$ cat src/rtl/ide_bm_pkg.sv
package ide_bm_pkg;

    localparam int NUM_CHAN = 2;

    typedef enum logic [1:0] {
        WIN_NONE = 2'd0,
        WIN_TASK = 2'd1,
        WIN_CTRL = 2'd2,
        WIN_BM   = 2'd3
    } win_e;

    typedef enum logic [1:0] {
        BSEL_CMD  = 2'd0,
        BSEL_STS  = 2'd1,
        BSEL_PTR  = 2'd2,
        BSEL_HOLE = 2'd3
    } bm_sel_e;

    typedef struct packed {
        logic    hit;
        logic    chan;
        win_e    win;
        bm_sel_e sel;
        logic [1:0] lane;
    } dec_t;

    // Map an offset inside the 8-port busmaster window to a register select.
    function automatic bm_sel_e bm_offset_sel(input logic [2:0] off);
        bm_sel_e s;
        case (off)
            3'd0:    s = BSEL_CMD;
            3'd2:    s = BSEL_STS;
            3'd4, 3'd5, 3'd6, 3'd7: s = BSEL_PTR;
            default: s = BSEL_HOLE;
        endcase
        return s;
    endfunction

endpackage

$ cat src/rtl/ide_bm_addr_dec.sv
module ide_bm_addr_dec
    import ide_bm_pkg::*;
#(
    parameter int          ADDR_W     = 16,
    parameter logic [15:0] TASK0_BASE = 16'h01F0,
    parameter logic [15:0] TASK1_BASE = 16'h0170,
    parameter logic [15:0] CTRL0_BASE = 16'h03F6,
    parameter logic [15:0] CTRL1_BASE = 16'h0376,
    parameter logic [15:0] BM_BASE    = 16'hC000,
    parameter int          BM_STRIDE  = 8
) (
    input  logic [ADDR_W-1:0] addr,
    output dec_t              dec
);
    localparam logic [ADDR_W-1:0] TASK_MASK = ~ADDR_W'(7);
    localparam logic [ADDR_W-1:0] CTRL_MASK = ~ADDR_W'(1);
    localparam logic [ADDR_W-1:0] BM_MASK   = ~ADDR_W'(BM_STRIDE - 1);

    logic [NUM_CHAN-1:0][ADDR_W-1:0] task_base;
    logic [NUM_CHAN-1:0][ADDR_W-1:0] ctrl_base;

    assign task_base[0] = TASK0_BASE;
    assign task_base[1] = TASK1_BASE;
    assign ctrl_base[0] = CTRL0_BASE;
    assign ctrl_base[1] = CTRL1_BASE;

    always_comb begin
        dec = '{hit: 1'b0, chan: 1'b0, win: WIN_NONE, sel: BSEL_HOLE, lane: addr[1:0]};
        for (int c = 0; c < NUM_CHAN; c++) begin
            if ((addr & TASK_MASK) == task_base[c]) begin
                dec.hit  = 1'b1;
                dec.chan = c[0];
                dec.win  = WIN_TASK;
            end else if ((addr & CTRL_MASK) == ctrl_base[c]) begin
                dec.hit  = 1'b1;
                dec.chan = c[0];
                dec.win  = WIN_CTRL;
            end else if ((addr & BM_MASK) == BM_BASE + ADDR_W'(c * BM_STRIDE)) begin
                dec.hit  = 1'b1;
                dec.chan = c[0];
                dec.win  = WIN_BM;
                dec.sel  = bm_offset_sel(addr[2:0]);
            end
        end
    end
endmodule

$ cat src/rtl/ide_bm_chan_regs.sv
module ide_bm_chan_regs #(
    parameter int DATA_W = 8,
    parameter int PTR_W  = 32
) (
    input  logic                       clk,
    input  logic                       rst,
    input  logic                       we_cmd,
    input  logic                       we_sts,
    input  logic                       we_ptr,
    input  logic [$clog2(PTR_W/DATA_W)-1:0] lane,
    input  logic [DATA_W-1:0]          wdata,
    output logic [DATA_W-1:0]          cmd_q,
    output logic [DATA_W-1:0]          sts_q,
    output logic [PTR_W-1:0]           ptr_q
);
    localparam int LANES = PTR_W / DATA_W;

    always_ff @(posedge clk) begin
        if (rst) begin
            cmd_q <= '0;
            sts_q <= '0;
        end else begin
            if (we_cmd) cmd_q <= wdata;
            if (we_sts) sts_q <= wdata;
        end
    end

    for (genvar g = 0; g < LANES; g++) begin : g_lane
        always_ff @(posedge clk) begin
            if (rst)
                ptr_q[g*DATA_W +: DATA_W] <= '0;
            else if (we_ptr && (int'(lane) == g))
                ptr_q[g*DATA_W +: DATA_W] <= wdata;
        end
    end
endmodule

$ cat src/rtl/ide_bm_rd_mux.sv
module ide_bm_rd_mux
    import ide_bm_pkg::*;
#(
    parameter int DATA_W = 8,
    parameter int PTR_W  = 32
) (
    input  dec_t                         dec,
    input  logic                         rd_ok,
    input  logic [NUM_CHAN*DATA_W-1:0]   cmd_flat,
    input  logic [NUM_CHAN*DATA_W-1:0]   sts_flat,
    input  logic [NUM_CHAN*PTR_W-1:0]    ptr_flat,
    output logic [DATA_W-1:0]            rdata
);
    logic [PTR_W-1:0] ptr_sel;

    always_comb begin
        ptr_sel = ptr_flat[dec.chan*PTR_W +: PTR_W];
        rdata   = '0;
        if (rd_ok) begin
            case (dec.sel)
                BSEL_CMD: rdata = cmd_flat[dec.chan*DATA_W +: DATA_W];
                BSEL_STS: rdata = sts_flat[dec.chan*DATA_W +: DATA_W];
                BSEL_PTR: rdata = ptr_sel[dec.lane*DATA_W +: DATA_W];
                default:  rdata = '0;
            endcase
        end
    end
endmodule

$ cat src/rtl/ide_bm_regbank.sv
module ide_bm_regbank
    import ide_bm_pkg::*;
#(
    parameter int ADDR_W = 16,
    parameter int DATA_W = 8,
    parameter int PTR_W  = 32
) (
    input  logic              clk,
    input  logic              rst,
    input  logic              io_rd,
    input  logic              io_wr,
    input  logic [ADDR_W-1:0] io_addr,
    input  logic [2:0]        io_size,
    input  logic [DATA_W-1:0] io_wdata,
    output logic [DATA_W-1:0] io_rdata,
    output logic              io_err,
    output logic              dec_hit,
    output logic              dec_chan,
    output logic [1:0]        dec_win
);
    localparam int LANE_W = $clog2(PTR_W / DATA_W);

    dec_t dec;
    logic in_bm, legal, wr_ok, rd_ok;
    logic [NUM_CHAN*DATA_W-1:0] cmd_flat;
    logic [NUM_CHAN*DATA_W-1:0] sts_flat;
    logic [NUM_CHAN*PTR_W-1:0]  ptr_flat;

    ide_bm_addr_dec #(.ADDR_W(ADDR_W)) u_dec (
        .addr (io_addr),
        .dec  (dec)
    );

    assign in_bm = (dec.win == WIN_BM);
    assign legal = in_bm && (io_size == 3'd1) && (dec.sel != BSEL_HOLE);
    assign wr_ok = io_wr && legal;
    assign rd_ok = io_rd && legal;
    assign io_err = (io_rd || io_wr) && in_bm && !legal;

    for (genvar c = 0; c < NUM_CHAN; c++) begin : g_chan
        logic hit_c;
        assign hit_c = wr_ok && (int'(dec.chan) == c);
        ide_bm_chan_regs #(.DATA_W(DATA_W), .PTR_W(PTR_W)) u_regs (
            .clk    (clk),
            .rst    (rst),
            .we_cmd (hit_c && (dec.sel == BSEL_CMD)),
            .we_sts (hit_c && (dec.sel == BSEL_STS)),
            .we_ptr (hit_c && (dec.sel == BSEL_PTR)),
            .lane   (dec.lane[LANE_W-1:0]),
            .wdata  (io_wdata),
            .cmd_q  (cmd_flat[c*DATA_W +: DATA_W]),
            .sts_q  (sts_flat[c*DATA_W +: DATA_W]),
            .ptr_q  (ptr_flat[c*PTR_W +: PTR_W])
        );
    end

    ide_bm_rd_mux #(.DATA_W(DATA_W), .PTR_W(PTR_W)) u_rd (
        .dec      (dec),
        .rd_ok    (rd_ok),
        .cmd_flat (cmd_flat),
        .sts_flat (sts_flat),
        .ptr_flat (ptr_flat),
        .rdata    (io_rdata)
    );

    assign dec_hit  = dec.hit;
    assign dec_chan = dec.chan;
    assign dec_win  = dec.win;
endmodule

$ cat config.mk
export PLATFORM = sky130hd
export DESIGN_NAME = ide_bm_regbank
export DESIGN_NICKNAME = d
export VERILOG_FILES = /design/src/rtl/ide_bm_pkg.sv /design/src/rtl/ide_bm_addr_dec.sv /design/src/rtl/ide_bm_chan_regs.sv /design/src/rtl/ide_bm_rd_mux.sv /design/src/rtl/ide_bm_regbank.sv
export SDC_FILE = /design/constraint.sdc
export NUM_CORES = 1
export LEC_CHECK = 0
export BUFFER_PORTS_ARGS = -buffer_cell sky130_fd_sc_hd__buf_4
export CAP_MARGIN = 20
export CORE_MARGIN = 8
export CORE_UTILIZATION = 40
export CTS_CLUSTER_DIAMETER = 80
export CTS_CLUSTER_SIZE = 24
export DETAILED_ROUTE_END_ITERATION = 6
export SLEW_MARGIN = 10
export SYNTH_ARGS = -nofsm -noshare
export SYNTH_HDL_FRONTEND = slang
export SYNTH_HIERARCHICAL = 1
export SYNTH_SLANG_ARGS = --single-unit
$ cat constraint.sdc
create_clock -name clk -period 3.19 [get_ports clk]
set_input_delay 0.4785 -clock clk [delete_from_list [all_inputs] [get_ports clk]]
set_output_delay 0.4785 -clock clk [all_outputs]
set_load 0.01 [all_outputs]
### After elaboration in Yosys (flattened, before gate mapping)

Index checks and enable logic that the tools add are counted.

* eq/ne operators: 19
* shift-type cells: 4
* mux-type cells: 13
* bitwise logic cells: 1
* reductions and logical operators: 28

Operators by type and width (number)
* indexed part select 64 x 7 -> 32 bit: 1
* indexed part select 16 x 5 -> 8 bit: 2
* indexed part select 32 x 6 -> 8 bit: 1
* == test 15 x 9 -> 1 bit (second input constant): 2
* == test 13 bit (second input constant): 2
* == test 13 x 6 -> 1 bit (second input constant): 2
* case mux 8 bit (3 select lines): 1
* logical AND 1 bit: 22
* 2-to-1 mux 4 bit: 4
* == test 3 bit (second input constant): 4
* 2-to-1 mux 6 bit: 2
* == test 2 bit (second input constant): 4
* 2-to-1 mux 2 bit: 4
* 2-to-1 mux 8 bit: 1
* case mux 2 bit (3 select lines): 1
* == test 2 x 1 -> 1 bit (second input constant): 2
* zero test 2 bit: 2
* OR reduction 4 bit: 1
* == test 3 x 1 -> 1 bit (second input constant): 1
* == test 3 x 2 -> 1 bit (second input constant): 1
* zero test 3 bit: 1
* != test 2 bit (second input constant): 1
* zero test 1 bit: 1
* logical OR 1 bit: 1
* NOT 1 bit: 1

* register bits: 96
* word-level logic and storage cells: 77

### Longest topological paths before layout

Gate-level depths: netlist of the first run.

* depth in word-level cells: 16
* depth in mapped cells: 10

### Modules after synthesis

Netlist of the first run, hierarchy kept.

Modules (own cells, without submodules)
* ide_bm_chan_regs: instances 2, cells an instance 167, area an instance 1874.3 µm², sequential area each 960.9 µm²
* ide_bm_rd_mux: instances 1, cells an instance 102, area an instance 924.6 µm², sequential area each 0.0 µm²
* ide_bm_addr_dec: instances 1, cells an instance 22, area an instance 191.4 µm², sequential area each 0.0 µm²
* ide_bm_regbank: instances 1, cells an instance 20, area an instance 136.4 µm², sequential area each 0.0 µm²

### Worst setup path before layout of the first run

No wires, ideal clock.

* path type: input -> output
* start point: input port io_addr[10]
* end point: output port io_rdata[0]
* data arrival time: 2.679 ns
* required time: 2.711 ns
* path slack: 0.032 ns
* stages on the path: 7
* path buffers: 1
* path through: nor4_4 nand2_1 o21ai_0 buf_6 mux4_2 nand2b_1 a22o_1

* elaborated cells on any way between the ends: 30
* those cells by class: eq/ne (10); shift (4); mux (12); reduce/logical (4)

RTL lines
* from (decl): line ide_bm_regbank.sv:12 `input logic [ADDR_W-1:0] io_addr,`
* == test 15 x 9 -> 1 bit: line ide_bm_addr_dec.sv:34 `end else if ((addr & CTRL_MASK) == ctrl_base[c]) begin`
* 2-to-1 mux 4 bit: line ide_bm_addr_dec.sv:34
* 2-to-1 mux 4 bit: line ide_bm_addr_dec.sv:30 `if ((addr & TASK_MASK) == task_base[c]) begin`
* 2-to-1 mux 6 bit: line ide_bm_addr_dec.sv:38 `end else if ((addr & BM_MASK) == BM_BASE + ADDR_W'(c * BM_STRIDE)) begin`
* 2-to-1 mux 4 bit: line ide_bm_addr_dec.sv:34
* 2-to-1 mux 4 bit (*): line ide_bm_addr_dec.sv:30
* via dec_chan: line ide_bm_regbank.sv:18 `output logic dec_chan,`
* indexed part select 64 x 7 -> 32 bit: line ide_bm_rd_mux.sv:17 `ptr_sel = ptr_flat[dec.chan*PTR_W +: PTR_W];`
* indexed part select 32 x 6 -> 8 bit: line ide_bm_rd_mux.sv:23 `BSEL_PTR: rdata = ptr_sel[dec.lane*DATA_W +: DATA_W];`
* case mux 8 bit (3 select lines) (*): line ide_bm_rd_mux.sv:20 `case (dec.sel)`
* 2-to-1 mux 8 bit (*): line ide_bm_rd_mux.sv:19 `if (rd_ok) begin`
* to (decl): line ide_bm_regbank.sv:15 `output logic [DATA_W-1:0] io_rdata,`

Mark *: on every way through the listed nets, which the timed path passes. The rest lies on a longest branch.

### Worst setup path after layout of the first run

* start point: input port io_addr[13]
* end point: output port io_rdata[7]

* cells in the longest elaborated chain, start to end: 12
* elaborated cells on any way between the ends: 30
* those cells by class: eq/ne (10); shift (4); mux (12); reduce/logical (4)

RTL lines (line)
* parallel branches: the longest is 11 deep, another holds indexed part select 64 x 7 -> 32 bit
* 2-to-1 mux 8 bit (*): ide_bm_rd_mux.sv:19

Every way passes the cells marked *.

==> impl_metrics.py, run 1 <==
metrics = {
    "global_routing": {
        "grt_pass1_wl_mm": 20.24,
        "antenna_found_initial": 0,
        "grt_max_degree": 113,
        "met3_usage_pct": 4.118,
        "grt_pass1_vias": 3726,
        "use_met1_pct": 19.59,
        "grt.busiest_layer": "met2",
        "grt_use_met2_pct": 27.41,
        "overflow": 0,
        "track_usage_pct": 16.00,
    },
    "setup_path": {
        "reg2reg_slack_ns": 2.51,
        "required_ns": 2.71,
        "rr_startpoint": "g_chan[1].u_regs/sts_q[2]",
        "worstReg2RegEnd": "g_chan[1].u_regs/sts_q[2]",
        "cp-start-kind": "input port",
        "setup.worst_path.start": "io_addr[13]",
        "critPathArrivalTime_ns": 2.64,
        "worstPathMaxFanout": 5,
        "path_class": "in2out",
        "reg2regPathDepth": 2,
        "crit_path_end": "io_rdata[7]",
        "cp-end-kind": "output port",
    },
    "timing": {
        "min_period_over_period_pct": 97.71,
        "rsz0062_at_grt": "true",
        "whs_ns": 0.4292,
        "slew_headroom_pct": 39.81,
        "fin_skew_ns": 0,
        "max_freq_ghz": 0.3208,
        "finalSetupViolCount": 0,
        "tightest_slew_ns": 0.9029,
        "finalHoldViolCount": 0,
        "period_minus_slack_ns": 3.117,
        "drv_slew": 0,
    },
    "yosys": {
        "ys_warn_count": 6,
        "syn-num-nets": 509,
        "synthFlopType": "dfxtp_1",
        "yosysTopAreaCellShare_pct": 38.43,
        "synth-edff-count": 0,
        "syn-cell-area_mm2": 0.005001,
        "synth_area_leader_cell": "dfxtp_1",
        "ys_seq_elements": 96,
        "synth_cell_types": 43,
        "synth.area.top_cells": "dfxtp_1, mux2i_1, nand2b_1",
        "avgSynthCellArea_um2": 10.46,
        "synth_cells": 478,
        "ys_seq_area_share_pct": 38.43,
        "async_flop_share_pct": 0,
    },
    "clock_network": {
        "numCtsBuffers": 9,
        "clock_latency_ns": 0.35,
        "cts_root_buffer": "clkbuf_16",
        "cts_sinks": 96,
        "htree_num_levels": 3,
        "clock_path_buffers": 2,
        "cts_tree": "done",
        "holdBufCountCts": 0,
        "clk_pin_slew_ns": 0.06,
    },
    "routing": {
        "vias": 3634,
        "first_pass_iters": 4,
        "initialDrtViolationCount": 226,
        "postRouteWirelength_mm": 12.82,
        "wl_per_cell_um": 18.10,
        "drtAntennaViolNets": 0,
        "vias_per_cell": 5.133,
        "drc": 0,
    },
    "final_layout": {
        "fin_area_mm2": 0.005947,
        "final_common_cell": "mux2i_1",
        "layout-drive-gt1-share_pct": 23.13,
        "areaGrowthSynthToFinish_pct": 18.91,
        "nets": 562,
        "fin_cells": 708,
        "layout_common_cells": "mux2i_1, dfxtp_1, nand2b_1",
        "n_antenna_cell": 0,
    },
    "place": {
        "gp_congestion": 0.8266,
        "dp_cells": 686,
        "hpwlAfterDp_mm": 8.703,
        "portBuffers": 43,
        "dpl_cell_area_mm2": 0.005504,
    },
    "die": {
        "die_x_um": 127.8,
        "ioPinCount": 44,
        "core_mm2": 0.01241,
        "dieArea_mm2": 0.01634,
        "num_rows": 41,
        "die_y_um": 127.8,
        "start_util_pct": 40.28,
    },
    "flow_run": {
        "maxCapViolCount": 0,
    },
    "pwr": {
        "power.density_mw_per_mm2": 417.9,
        "vdd_drop_max_mv": 0.3069,
        "p_leak_nw": 2.386,
    },
    "min_path": {
        "min_from": "io_wdata[6]",
        "hold_class": "in2reg",
    },
    "status": {
        "status": "finished clean",
    },
}
-- metrics by stage --
step           TNS (ns)  utilization [%]  total power (W)  worst slack, ns
3_3_place_gp          0            44.34         0.001354         0.008359
4_1_cts               0            46.99         0.002505          0.05284
2_1_floorplan         0                -         0.001300          0.03204
3_5_place_dp   -0.07469            44.34         0.001357         -0.07469
6_report              0            47.90         0.002485          0.07313
5_1_grt        -0.04064            47.90         0.002564         -0.02292
-- worst max-delay path, cell delays in order --
cell and delay, ns:
buf_4 0.13, nor4_4 0.30, buf_4 0.18, nand2_2 0.06, o21ai_4 0.28, buf_4 0.20, mux4_2 0.48, nand2b_1 0.16
a22o_1 0.22, buf_4 0.15
-- Yosys cell counts (all sizes together) (2+ instances only) --
library cell    n
or3b            2
a211oi         22
nand3b          7
nor3            5
nor2           33
nand4           2
nor3b           3
a22o            7
nand2b         88
and2b           6
buf            31
nor4b           2
nand3           5
mux2i         112
o21ai           2
nor2b          12
nor4            2
nand2           3
mux4            9
dfxtp          96
clkbuf          6
o31ai           2
a21oi           9
-- routing by layer --
layer | vias up | routed length [um]
met5 | - | 0
li1 | 1790 | -
met1 | 1789 | 5863
met2 | 46 | 6333
met4 | 0 | 137
met3 | 9 | 481
-- state kept, by name (all words and copies together), names as in the netlist --
register	cells
g_chan.u_regs/cmd_q	16
g_chan.u_regs/sts_q	16
g_chan.u_regs/ptr_q	64
-- power by group --
part	total (W)	switching (W)	leakage (nW)	internal (W)
registers	0.00120	0.000000000000000183	0.773	0.00120
clock network	0.00115	0.000457	0.159	0.000693
logic	0.000138	0.0000774	1.45	0.0000601
-- cell type report --
class	count	area (um2)
Fill cell	1175	6467
Multi-Input combinational cell	345	2861
Sequential cell	96	1922
Timing Repair Buffer	79	629.4
Clock buffer	14	284.0
Tap cell	172	215.2
Clock inverter	2	35.03
-- kinds of logic (layout without fill, tap and decap cells) --
logic type             count (synthesis)  after routing  share of synthesized area (%)
multiplexers                         121            121                          26.47
flip-flops                            96             96                          38.43
AND/OR/NAND/NOR                      178            178                          22.62
AO/OA/AOI/OAI                         46             46                          6.555
buffers and inverters                 37             95                          5.930
-- repair_timing --
action,in CTS,in global routing
pin swaps,0,3
resized for setup,2,14
setup endpoints to repair,1,7
setup buffers,0,6
-- worst min path at each step --
stage / to / slack, ns / cells after the start
after global placement: g_chan[0].u_regs/ptr_q[0] / 0.45 / 2
after floorplan: g_chan[0].u_regs/ptr_q[4] / 0.44 / 2
after global routing: g_chan[0].u_regs/cmd_q[4] / 0.44 / 3
after detailed placement: g_chan[0].u_regs/ptr_q[2] / 0.46 / 2
final: g_chan[1].u_regs/sts_q[6] / 0.43 / 3
after CTS: g_chan[1].u_regs/sts_q[6] / 0.42 / 3
Note: power is estimated with default switching activity, not from simulation.
==> run 2, diff against run 1 <==
--- a/config.mk
+++ b/config.mk
@@ -9,6 +9,7 @@
 export CAP_MARGIN = 20
 export CORE_MARGIN = 8
 export CORE_UTILIZATION = 40
+export CTS_BUF_LIST = sky130_fd_sc_hd__clkbuf_4 sky130_fd_sc_hd__clkbuf_8
 export CTS_CLUSTER_DIAMETER = 80
 export CTS_CLUSTER_SIZE = 24
 export DETAILED_ROUTE_END_ITERATION = 6
==> run 2 against run 1 <==
  * Core utilization shrank 0.79 points
  * Largest power group unchanged
  * Critical path type unchanged
  * Clock power shrank 24%
  * Flip-flop and latch count did not move
  * Count of clock-buffer cells in the layout did not move
  * Design area down 1.6%
  * Highest routed layer unchanged
  * Sequential share of layout area up 0.54 points
  * Wire length shrank 0.59%
  * Die area did not move
==> impl_metrics.py, run 2 (synthesis gave the netlist of run 1 again) <==
metrics = {
    "status": {
        "status": "finished clean",
    },
    "setup_path": {
        "cp-start-kind": "input port",
        "crit_family": "buffers and inverters",
        "cp_slowest_cell": "mux4_2",
        "crit_top_cell": "buf_4",
        "critPathMaxStageDelay_ns": 0.48,
        "cp-end-kind": "output port",
        "crit_buf_inv": 4,
        "worstPathCellList": "buf_4 > nor4_4 > buf_4 > nand2_2 > o21ai_4 > buf_4 > mux4_2 > nand2b_1 > a22o_1 > buf_4",
        "reg2regPathDepth": 2,
        "path_class": "in2out",
        "critPathArrivalTime_ns": 2.63,
        "required_ns": 2.71,
        "worstPathMaxFanout": 5,
        "path_depth": 10,
    },
    "final_layout": {
        "nets": 562,
        "largest_reg_flops": 64,
        "final_common_cell": "mux2i_1",
        "fin_area_mm2": 0.005849,
        "reg_top3": "g_chan.u_regs/ptr_q (64), g_chan.u_regs/cmd_q (16), g_chan.u_regs/sts_q (16)",
        "layout_common_cells": "mux2i_1, dfxtp_1, nand2b_1",
        "filler_cell_count": 1184,
        "top_register": "g_chan.u_regs/ptr_q",
        "areaGrowthSynthToFinish_pct": 16.96,
        "layout-drive-gt1-share_pct": 23.32,
        "n_antenna_cell": 0,
    },
    "pwr": {
        "power.density_mw_per_mm2": 377.4,
        "combPwrFrac_pct": 6.2,
        "switchingPower_w": 0.0004946,
        "swShare_pct": 22.40,
        "p_leak_nw": 2.343,
        "vdd_drop_max_mv": 0.1738,
        "p_clk_share_pct": 39.6,
        "pwr-share-seq_pct": 54.2,
        "p_int_w": 0.001713,
    },
    "routing": {
        "vias": 3660,
        "wl_per_cell_um": 17.99,
        "postRouteWirelength_mm": 12.74,
        "drc": 0,
        "initialDrtViolationCount": 245,
        "drtAntennaViolNets": 0,
        "first_pass_iters": 4,
        "vias_per_cell": 5.169,
    },
    "timing": {
        "fin_skew_ns": 0,
        "setup_ws_ns": 0.08420,
        "whs_ns": 0.3998,
        "rsz0062_at_grt": "true",
        "finalSetupViolCount": 0,
        "max_freq_ghz": 0.3220,
        "tightest_slew_ns": 0.9015,
        "drv_slew": 0,
        "min_period_over_period_pct": 97.36,
        "finalHoldViolCount": 0,
        "period_minus_slack_ns": 3.106,
        "slew_headroom_pct": 39.90,
    },
    "clock_network": {
        "clk_pin_slew_ns": 0.09,
        "cts_tree": "done",
        "holdBufCountCts": 0,
        "cts_sinks": 96,
        "clock_latency_ns": 0.38,
        "cts_root_buffer": "clkbuf_8",
        "htree_num_levels": 3,
        "numCtsBuffers": 9,
        "clock_path_buffers": 2,
    },
    "die": {
        "die_x_um": 127.8,
        "ioPinCount": 44,
        "dieArea_mm2": 0.01634,
        "start_util_pct": 40.28,
        "num_rows": 41,
        "core_mm2": 0.01241,
        "die_y_um": 127.8,
    },
    "place": {
        "dpl_cell_area_mm2": 0.005504,
        "portBuffers": 43,
        "hpwlAfterDp_mm": 8.703,
        "place_ws_ns": -0.07469,
        "gp_congestion": 0.8266,
    },
    "min_path": {
        "hold_class": "in2reg",
        "hold_depth": 3,
    },
    "global_routing": {
        "overflow": 0,
        "grt_max_degree": 113,
        "antenna_found_initial": 0,
        "grt_pass1_wl_mm": 20.20,
        "grt_pass1_vias": 3745,
        "track_usage_pct": 15.95,
    },
    "flow_run": {
        "maxCapViolCount": 0,
    },
}
run 2: cell counts in the layout (fill, tap and decap cells not counted):
No cell type changed its count.
run 2: tightest hold or removal path: stages:
cell and delay, ns:
buf_4 0.12, mux2i_1 0.07, nor2_1 0.08
run 2: layout make-up:
type	count	area, um2	share of cell area (%)
clock buffers	14	186.4	3.187
clock inverters	2	35.03	0.5989
repair buffers	79	629.4	10.76
well taps	172	215.2	3.679
flip-flops and latches	96	1922	32.86
multi-input cells	345	2861	48.92
run 2: what timing repair did:
action / CTS / global route
gates resized for setup: 2 / 14
pin swaps: 0 / 3
setup endpoints to repair: 1 / 7
setup buffers: 0 / 6
run 2: path summary, 6_finish.rpt:
| kind | endpoint | slack [ns] | from |
|---|---|---|---|
| worst max register to register | g_chan[1].u_regs/sts_q[2] | 2.51 | g_chan[1].u_regs/sts_q[2] |
| worst min register to register | g_chan[0].u_regs/ptr_q[3] | 0.47 | g_chan[0].u_regs/ptr_q[3] |
| worst min-delay path | g_chan[1].u_regs/sts_q[6] | 0.40 | io_wdata[6] |
| worst max-delay path | io_rdata[7] | 0.08 | io_addr[13] |
run 2: power groups by stage:
stage	clock, W	sequential (W)	combinational (W)
3_3_place_gp	0	0.00123	0.000129
6_report	0.000874	0.00120	0.000137
2_1_floorplan	0	0.00123	0.0000746
3_5_place_dp	0	0.00123	0.000132
5_1_grt	0.000948	0.00120	0.000147
4_1_cts	0.000902	0.00120	0.000133
run 2: metal layers:
metal | GRT usage (%) | share of wire (%)
met4 | 3.846 | 1.0
met5 | 0 | 0
met3 | 4.160 | 4.2
met2 | 27.41 | 49
met1 | 19.39 | 45
run 2: through the flow:
stage          util [%]  setup TNS [ns]  power (W)  instances
2_1_floorplan         -               0   0.001300        478
3_3_place_gp      44.34               0   0.001354        686
3_5_place_dp      44.34        -0.07469   0.001357        686
4_1_cts           46.20               0   0.002232        702
5_1_grt           47.12        -0.03989   0.002293        708
6_report          47.12               0   0.002208        708
